--- config.mk ---
export PLATFORM = sky130hd
export DESIGN_NAME = retract_seq
export DESIGN_NICKNAME = d
export VERILOG_FILES = /design/src/rtl/retract_pkg.sv /design/src/rtl/retract_launch.sv /design/src/rtl/retract_stage.sv /design/src/rtl/retract_node_chk.sv /design/src/rtl/retract_seq.sv
export SDC_FILE = /design/constraint.sdc
export NUM_CORES = 1
export LEC_CHECK = 0
export ABC_AREA = 1
export BUFFER_PORTS_ARGS = -buffer_cell sky130_fd_sc_hd__buf_2
export CAP_MARGIN = 20
export CORE_UTILIZATION = 40
export DETAILED_ROUTE_END_ITERATION = 8
export PLACE_DENSITY = 0.75
export SETUP_SLACK_MARGIN = 0.02
export SLEW_MARGIN = 20
export SYNTH_ARGS = -nofsm -noshare
export SYNTH_HDL_FRONTEND = slang
export SYNTH_HIERARCHICAL = 1
export SYNTH_SLANG_ARGS = --single-unit
--- constraint.sdc ---
create_clock -name clk -period 1.55 [get_ports clk]
set_clock_uncertainty 0.2 [all_clocks]
set_input_delay 0.465 -clock clk [delete_from_list [all_inputs] [get_ports clk]]
set_output_delay 0.465 -clock clk [all_outputs]
set_load 0.02 [all_outputs]
--- src/rtl/retract_pkg.sv ---
`timescale 1ns/1ps
package retract_pkg;

  localparam int PH_W = 3;
  typedef logic [PH_W-1:0] phase_t;

  localparam phase_t PH_IDLE  = 3'd0;
  localparam phase_t PH_FIRST = 3'd1;
  localparam phase_t PH_LAST  = 3'd6;

  typedef struct packed {
    logic in_valid;
    logic fwd_open;
    logic fwd_pwr;
    logic rev_pwr;
    logic rev_open;
    logic out_valid;
  } gate_en_t;

  // Enable set held during each phase of the six-tick cycle.
  function automatic gate_en_t phase_to_en(phase_t p);
    gate_en_t e;
    e = '0;
    case (p)
      3'd1: begin
        e.in_valid = 1'b1;
        e.fwd_open = 1'b1;
      end
      3'd2: begin
        e.in_valid  = 1'b1;
        e.fwd_open  = 1'b1;
        e.fwd_pwr   = 1'b1;
        e.out_valid = 1'b1;
      end
      3'd3: begin
        e.in_valid  = 1'b1;
        e.fwd_pwr   = 1'b1;
        e.rev_pwr   = 1'b1;
        e.out_valid = 1'b1;
      end
      3'd4: begin
        e.in_valid  = 1'b1;
        e.rev_pwr   = 1'b1;
        e.rev_open  = 1'b1;
        e.out_valid = 1'b1;
      end
      3'd5: begin
        e.rev_open  = 1'b1;
        e.out_valid = 1'b1;
      end
      default: e = '0;
    endcase
    return e;
  endfunction

  // Phase after one tick for a running stage; the last phase retires to idle.
  function automatic phase_t phase_step(phase_t p);
    if (p == PH_IDLE || p == PH_LAST) return PH_IDLE;
    return p + PH_FIRST;
  endfunction

endpackage

--- src/rtl/retract_launch.sv ---
`timescale 1ns/1ps
module retract_launch
  import retract_pkg::*;
#(
  parameter int OVR_W = 8
) (
  input  logic             clk,
  input  logic             rst,
  input  logic             tick,
  input  logic             start,
  input  phase_t           phase0,
  output phase_t           load0,
  output logic             launch,
  output logic             ovr_evt,
  output logic [OVR_W-1:0] ovr_cnt
);

  localparam logic [OVR_W-1:0] CNT_MAX = {OVR_W{1'b1}};

  logic pend_q;
  logic idle0;
  logic accept;

  assign idle0   = (phase0 == PH_IDLE);
  assign accept  = idle0 && !pend_q;
  assign ovr_evt = start && !accept;
  assign launch  = tick && idle0 && (pend_q || start);

  always_comb begin
    if (idle0) load0 = launch ? PH_FIRST : PH_IDLE;
    else       load0 = phase_step(phase0);
  end

  always_ff @(posedge clk) begin
    if (rst) begin
      pend_q <= 1'b0;
    end else if (launch) begin
      pend_q <= 1'b0;
    end else if (start && accept) begin
      pend_q <= 1'b1;
    end
  end

  always_ff @(posedge clk) begin
    if (rst) begin
      ovr_cnt <= '0;
    end else if (ovr_evt && ovr_cnt != CNT_MAX) begin
      ovr_cnt <= ovr_cnt + 1'b1;
    end
  end

endmodule

--- src/rtl/retract_stage.sv ---
`timescale 1ns/1ps
module retract_stage
  import retract_pkg::*;
(
  input  logic     clk,
  input  logic     rst,
  input  logic     tick,
  input  phase_t   load_phase,
  output phase_t   phase,
  output gate_en_t en
);

  always_ff @(posedge clk) begin
    if (rst)       phase <= PH_IDLE;
    else if (tick) phase <= load_phase;
  end

  assign en = phase_to_en(phase);

endmodule

--- src/rtl/retract_node_chk.sv ---
`timescale 1ns/1ps
module retract_node_chk #(
  parameter int N = 4
) (
  input  logic         clk,
  input  logic         rst,
  input  logic [N-1:0] in_lvl,
  input  logic [N-1:0] fwd_open,
  input  logic [N-1:0] fwd_lvl,
  input  logic [N-1:0] rev_lvl,
  input  logic [N-1:0] rev_open,
  input  logic [N-1:0] out_lvl,
  output logic         node_err
);

  logic [N-1:0] fault;

  for (genvar k = 0; k < N; k++) begin : g_node
    logic link_bad;
    if (k == 0) begin : g_head
      assign link_bad = 1'b0;
    end else begin : g_link
      assign link_bad = (in_lvl[k] != out_lvl[k-1]);
    end
    assign fault[k] = (fwd_open[k] && (fwd_lvl[k] != out_lvl[k]))
                   || (rev_open[k] && (rev_lvl[k] != in_lvl[k]))
                   || link_bad;
  end

  always_ff @(posedge clk) begin
    if (rst)         node_err <= 1'b0;
    else if (|fault) node_err <= 1'b1;
  end

endmodule

--- src/rtl/retract_seq.sv ---
`timescale 1ns/1ps
module retract_seq
  import retract_pkg::*;
#(
  parameter int N_STAGES = 4,
  parameter int OVR_W    = 8
) (
  input  logic                clk,
  input  logic                rst,
  input  logic                tick,
  input  logic                start,
  output logic [N_STAGES-1:0] stg_in_valid,
  output logic [N_STAGES-1:0] stg_fwd_open,
  output logic [N_STAGES-1:0] stg_fwd_pwr,
  output logic [N_STAGES-1:0] stg_rev_pwr,
  output logic [N_STAGES-1:0] stg_rev_open,
  output logic [N_STAGES-1:0] stg_out_valid,
  output logic [OVR_W-1:0]    overrun_cnt,
  output logic                node_err
);

  phase_t   ph   [N_STAGES];
  phase_t   load [N_STAGES];
  gate_en_t en   [N_STAGES];

  logic   launch;
  logic   ovr_evt;
  phase_t load0;

  retract_launch #(.OVR_W(OVR_W)) u_launch (
    .clk     (clk),
    .rst     (rst),
    .tick    (tick),
    .start   (start),
    .phase0  (ph[0]),
    .load0   (load0),
    .launch  (launch),
    .ovr_evt (ovr_evt),
    .ovr_cnt (overrun_cnt)
  );

  for (genvar k = 0; k < N_STAGES; k++) begin : g_stage
    if (k == 0) begin : g_first
      assign load[k] = load0;
    end else begin : g_follow
      assign load[k] = ph[k-1];
    end

    retract_stage u_stage (
      .clk        (clk),
      .rst        (rst),
      .tick       (tick),
      .load_phase (load[k]),
      .phase      (ph[k]),
      .en         (en[k])
    );

    assign stg_in_valid[k]  = en[k].in_valid;
    assign stg_fwd_open[k]  = en[k].fwd_open;
    assign stg_fwd_pwr[k]   = en[k].fwd_pwr;
    assign stg_rev_pwr[k]   = en[k].rev_pwr;
    assign stg_rev_open[k]  = en[k].rev_open;
    assign stg_out_valid[k] = en[k].out_valid;
  end

  retract_node_chk #(.N(N_STAGES)) u_nodes (
    .clk      (clk),
    .rst      (rst),
    .in_lvl   (stg_in_valid),
    .fwd_open (stg_fwd_open),
    .fwd_lvl  (stg_fwd_pwr),
    .rev_lvl  (stg_rev_pwr),
    .rev_open (stg_rev_open),
    .out_lvl  (stg_out_valid),
    .node_err (node_err)
  );

endmodule

---- Word level (Yosys, flattened, before mapping) ----
Index checks and enable logic that the tools add are counted.
storage, ports and cells
  flip-flop bits (word level) ............. 22
  latch bits .............................. 0
  RAM bits ................................ 0
  ROM bits ................................ 0
  input bits .............................. 4
  output and inout port bits .............. 33
  logic and storage cells ................. 124
  memories ................................ 0
operators by class
  $add $sub $neg .......................... 2
  multiply operators ...................... 0
  div/mod/pow operators ................... 0
  order comparisons ....................... 0
  equal/unequal tests ..................... 33
  shift operators ......................... 0
  multiplexer cells ....................... 30
  bitwise operators ....................... 0
  reductions and logical operators ........ 52
operators by type and width
  kind                                                              number
  4-bit OR reduction                                                9
  2-bit OR reduction                                                17
  3-bit == test (second input constant)                             9
  1-bit 2-to-1 mux                                                  27
  3-bit by 2-bit == test with 1-bit output (second input constant)  8
  1-bit logical AND                                                 14
  3-bit by 1-bit == test with 1-bit output (second input constant)  4
  1-bit inequality test                                             11
  1-bit logical OR                                                  9
  3-bit 2-to-1 mux                                                  3
  8-bit by 1-bit adder with 8-bit output (second input constant)    1
  8-bit inequality test (second input constant)                     1
  3-bit by 1-bit adder with 3-bit output (second input constant)    1
  3-bit logical NOT                                                 1
  1-bit logical NOT                                                 2

---- Longest topological paths before layout ----
  word-level depth ........................ 8
  gate-level depth with buffers ........... 12
  depth with buffers taken out ............ 12

---- Modules after synthesis ----
The synthesis kept the hierarchy.
by module, submodules not included
  module            times used  cells each  area each (µm²)
  retract_stage     4           30          186.4
  retract_launch    1           95          613.1
  retract_node_chk  1           54          235.2

---- Least setup slack after synthesis ----
Ideal clock, no wire load.
  path type ............................... register -> register
  from .................................... register u_launch.ovr_cnt[1]
  to ...................................... register u_launch.ovr_cnt[5]
  arrival ................................. 1235 ps
  required time ........................... 1235 ps
  slack ................................... 0 ps
  cell stages (with the launch flop) ...... 7
  path through ............................ dfxtp_1 ha_1 nand2_1 clkinv_1 nand3_4 a21oi_1 nor2_1
on the way
  cells in the longest elaborated chain, start to end .. 2
  elaborated cells between the ends (all ways) .. 3
  those cells by class .................... add/sub (1); eq/ne (1); reduce/logical (1)
RTL lines
  what                                                                            line                  RTL
  start, declared                                                                 retract_launch.sv:15  output logic [OVR_W-1:0] ovr_cnt
  start signal, assigned                                                          retract_launch.sv:48  ovr_cnt <= ovr_cnt + 1'b1;
  branches (longest 2 deep; another with 8-bit by 1-bit adder with 8-bit output)  --
Parallel ways; which one is timed is not known.
A chain may end at the register's enable or synchronous reset.

---- Worst setup path after layout ----
  from .................................... register g_stage[0].u_stage.phase[1]
  to ...................................... output port stg_in_valid[0]
on the way
  cells in the longest elaborated chain, start to end .. 3
  elaborated cells between the ends (all ways) .. 6
  those cells by class .................... eq/ne (4); mux (1); reduce/logical (1)
RTL lines
  what                                                                    line                 RTL
  start, declared                                                         retract_stage.sv:9   output phase_t phase,
  start signal, assigned                                                  retract_stage.sv:15  else if (tick) phase <= load_phase;
  3-bit by 1-bit == test with 1-bit output, or another cell as far along  retract_pkg.sv:24    case (p)
  4-bit OR reduction (no source line) *                                   --
  1-bit 2-to-1 mux *                                                      retract_pkg.sv:24
  end, declared                                                           retract_seq.sv:12    output logic [N_STAGES-1:0] stg_in_valid,
Every way passes the cells marked *; elsewhere a longest branch is shown, timed or not.

==> tab_implementation.tex <==
\begin{tabular}{lr}
\hline
Metric & Value \\
\hline
\multicolumn{2}{l}{\textbf{Worst setup path}} \\
\quad Data arrival at the endpoint of the critical path & 1.14 ns \\
\quad Max stage delay cell, worst path & dfxtp\_4 \\
\quad WP buf/inv & 2 \\
\quad R2R depth & 11 \\
\quad Critical Path Max Stage Delay & between 0.3 and 0.4 ns \\
\quad Worst path most repeated cell & nand2\_2 \\
\quad Max FO, Critical Path & 4 \\
\quad Cells along the critical path & inv\_4, nand2\_4, nand2\_2, nand2\_2, nand2\_2, buf\_6 \\
\quad Required @ worst endpoint & 0.88 ns \\
\quad Cell class contributing the biggest share of worst-path delay & flip-flops \\
\quad Worst R2R Setup Slack & -0.19 ns \\
\quad Startpoint class of the critical path & flip-flop \\
\quad Capturing element type of the critical path & primary output \\
\quad Crit Path Category & flip-flop to primary output \\
\quad Depth of the critical timing path with buffers and inverters included & 6 \\
\multicolumn{2}{l}{\textbf{Clock network}} \\
\quad Library cell used as clock root buffer & clkbuf\_8 \\
\quad CTS Buffer Depth & 2 \\
\quad Number of sinks handled by clock tree synthesis & 22 \\
\quad Clock-pin slew of the registers on the worst-case setup and hold paths & about 0.080 ns \\
\quad CTS Hold Bufs & 0 \\
\quad Worst-skew pair later-pin latency & $\sim$0.28 ns \\
\quad Cts bufs inserted & 3 \\
\quad Maximum level of the CTS H-tree & 1 \\
\quad Clock tree from TritonCTS & yes \\
\multicolumn{2}{l}{\textbf{Final layout}} \\
\quad Area growth from synthesis to layout & 68.5\% \\
\quad Final std cells w/o fill & between 300 and 400 \\
\quad Inserted Diodes & 0 \\
\quad Fraction of layout instances using a drive strength above 1 & about 54\% \\
\quad Multi-input combinational cell area & roughly 0.0012 mm² \\
\quad Reg area & 497 µm² \\
\quad Final net count & 353 \\
\quad FILL cells & $\sim$280 \\
\multicolumn{2}{l}{\textbf{Power}} \\
\quad Peak supply drop & 0.000863 V \\
\quad Clock power share & about a third \\
\quad Power share of the sequential group & 43.7\% \\
\quad Cell-internal power & a little over 0.9 mW \\
\quad Pwr Density & between 400 and 500 mW/mm² \\
\quad Pleak & between 1 and 1.5 nW \\
\quad Switch share & between 20\% and 30\% \\
\quad Combinational share of power & a little under a quarter \\
\quad Net Sw Power & between 0.3 and 0.4 mW \\
\multicolumn{2}{l}{\textbf{Routing}} \\
\quad Vias post-DR & about 1900 \\
\quad Sum of met3 wire segment lengths after detailed routing & 195 µm \\
\quad Detailed-routed wire length on met2 & roughly 2600 µm \\
\quad Routed wire length & between 4000 and 5000 µm \\
\quad Routed length per instance & around 12 µm \\
\quad Final ANT Viol Nets & 0 \\
\quad Routed metal-1 wirelength & 1860 µm \\
\quad DRC violation count after routing & 0 \\
\quad Number of violations reported at the end of detailed-routing iteration 0 & 44 \\
\quad Detailed-route vias per instance & $\sim$4.8 \\
\quad Uppermost routed layer & met4 \\
\quad Number of detailed-routing iterations run before antenna repair & 4 \\
\multicolumn{2}{l}{\textbf{Run status}} \\
\quad Violated checks & negative setup slack \\
\quad Status & complete, but fails checks \\
\multicolumn{2}{l}{\textbf{Min path}} \\
\quad Worst hold path stage count & 2 \\
\quad Min-delay worst type & flip-flop to flip-flop \\
\multicolumn{2}{l}{\textbf{Synthesis}} \\
\quad Ranking of synthesized cells by area & dfxtp\_1 28\%, nand2\_1 21\%, inv\_1 11\% \\
\quad Multiplexer share of the synthesized area & 0\% \\
\quad Proportion of synthesized chip area in sequential cells & between 20 and 30\% \\
\quad Synth warn & 6 \\
\quad Dominant combinational cell family by area after synthesis & simple AND/OR/NAND/NOR gates \\
\quad Simple-gate share of the synthesized area & between 40\% and 50\% \\
\quad Flops \& latches, synth & 22 \\
\quad Instance count of the mapped netlist & 269 \\
\quad Adder-cell share of the synthesized area & 3.14\% \\
\quad Synth Area in XOR/XNOR & 0.549\% \\
\quad Synth Area in Compound Gates & 7.54\% \\
\quad Syn nets & roughly 280 \\
\quad Cell area after technology mapping & roughly 0.0016 mm² \\
\quad Cell type with the highest aggregate area in the netlist & dfxtp\_1 \\
\quad Avg Cell Area, Syn & about 6 µm² \\
\quad Portion of synthesized cell area occupied by the leading cell type & about 28\% \\
\quad Yosys cell types & 21 \\
\multicolumn{2}{l}{\textbf{GRT}} \\
\quad Pin count of the biggest net entering global routing & 17 \\
\quad Global router's overall resource usage & 19.4\% \\
\quad Number of global-route vias before repair & roughly 1600 \\
\quad Number of antenna violations at the first check in global routing & 0 \\
\quad First-pass GRT wire length & approximately 6600 µm \\
\quad Residual overflow from global routing & 0 \\
\multicolumn{2}{l}{\textbf{Floorplan}} \\
\quad Core ar. & roughly 0.0037 mm² \\
\quad Chip height & 65.1 µm \\
\quad Starting density of the core & approximately 43\% \\
\quad Die Footprint & 0.00424 mm² \\
\quad Standard-cell rows & 22 \\
\quad Num ports & 37 \\
\quad Width of the die & around 65 µm \\
\multicolumn{2}{l}{\textbf{STA}} \\
\quad Tightest slew margin relative to the limit & between 70\% and 80\% \\
\quad Slew Viols, Final & 0 \\
\quad Final worst-path cycle share & 117\% \\
\quad Final Hold Viols & 0 \\
\quad Post-route setup slack & -0.257 ns \\
\quad Final Setup Violations & 37 \\
\quad Maximum clock frequency & approximately 550 MHz \\
\quad RSZ-0062 raised after global routing & true \\
\quad Actual slew at the worst max-slew pin & 0.299 ns \\
\quad Post-layout min period & between 1.5 and 2 ns \\
\multicolumn{2}{l}{\textbf{Place}} \\
\quad Instance count after placement with tap cells included & about 370 \\
\quad Worst slack, placed & -0.0339 ns \\
\quad Half-perimeter wire length of the detailed placement result & approximately 2600 µm \\
\quad Routability-driven placement congestion ratio & between 0.8 and 0.9 \\
\quad Count of input and output buffers & 36 \\
\multicolumn{2}{l}{\textbf{Run}} \\
\quad Max-Cap Viols & 0 \\
\hline
\end{tabular}
-- cells by family after synthesis --
logic type	Yosys count
xor+xnor	1
buf+inv	58
simple gates	161
fa+ha+maj	4
compound gates	23
flops	22
-- power by group through the flow --
stage | combinational, mW | sequential [mW] | clock (mW)
finish | 0.305 | 0.570 | 0.430
global route | 0.327 | 0.572 | 0.462
CTS | 0.242 | 0.585 | 0.426
detailed placement | 0.178 | 0.602 | 0
global placement | 0.176 | 0.602 | 0
floorplan | 0.101 | 0.608 | 0
-- registers in the layout, summed over array words and instances, names as in the netlist --
name and flops:
g_stage.u_stage/phase 12, u_launch/ovr_cnt 8, u_launch/pend_q 1, u_nodes/node_err 1
-- stage by stage --
step	util [%]	hold WS, ns	TNS, ns	instance area, µm²	total power, mW
after global routing	71.8	0.310	-7.67	2690	1.36
final	71.8	0.306	-5.58	2690	1.30
after detailed placement	52.3	0.299	-0.116	1960	0.780
after CTS	62.2	0.291	-3.59	2330	1.25
after global placement	52.3	0.292	0	1960	0.778
after floorplan	-	0.269	0	1600	0.709
-- what timing repair did --
action	CTS	global route
cloned	0	0
hold endpoints to repair	0	0
setup endpoints to repair	36	42
pin swaps	19	22
setup buffers	10	9
gates resized for setup	96	80
-- placed cells by master, fill, tap and decap left out --
cell,n
ha_1,1
nand3_4,4
nor2_2,4
dfxtp_4,13
a21oi_1,14
nor2_1,13
o21ai_1,1
inv_4,11
dfxtp_2,6
nand2_1,75
a21oi_2,6
nand4_1,3
o21bai_1,2
buf_4,27
nand2_2,24
nor3b_4,1
nand2_8,2
inv_1,30
nor2_4,3
xnor2_1,1
clkinv_1,1
nand2_4,14
dfxtp_1,3
nor4_2,1
nand3_2,3
nand3_1,12
ha_4,3
buf_2,12
or2_1,2
inv_2,15
clkbuf_8,4
inv_8,1
buf_6,32
-- path summary, 6_finish.rpt --
| kind | endpoint | start |
|---|---|---|
| max | stg_in_valid[0] | g_stage[0].u_stage/phase[1] |
| min | u_launch/ovr_cnt[0] | u_launch/ovr_cnt[0] |
| max reg2reg | u_launch/ovr_cnt[2] | g_stage[0].u_stage/phase[1] |
| min reg2reg | u_launch/ovr_cnt[0] | u_launch/ovr_cnt[0] |
-- worst register-to-register path, delay by kind of cell, from the launching register on --
kind	cells	cell delay, ns
simple gates	5	0.41
flops	1	0.39
buf+inv	5	0.47
fa+ha+maj	1	0.16
-- synth_stat cells (all sizes together) --
library cell	number
nand3	19
xnor2	1
ha	4
clkinv	1
nor3b	1
a21oi	20
dfxtp	22
o21bai	2
nand2	115
nor4	1
inv	57
or2	2
nor2	20
o21ai	1
nand4	3
-- cell type report --
cell class                      count  share of cell area (%)
Clock buffer                        4                    2.05
Inverter                           58                    9.41
Multi-Input combinational cell    189                    44.6
Sequential cell                    22                    18.5
Tap cell                           48                    2.24
Timing Repair Buffer               71                    23.2
-- routing by layer --
layer / vias to the layer above / GRT usage [%]
li1: 960 / -
met1: 859 / 21.3
met2: 56 / 36.1
met3: 14 / 4.51
met4: 0 / 6.79
met5: - / 0
Power figures use the tool's default switching activity.
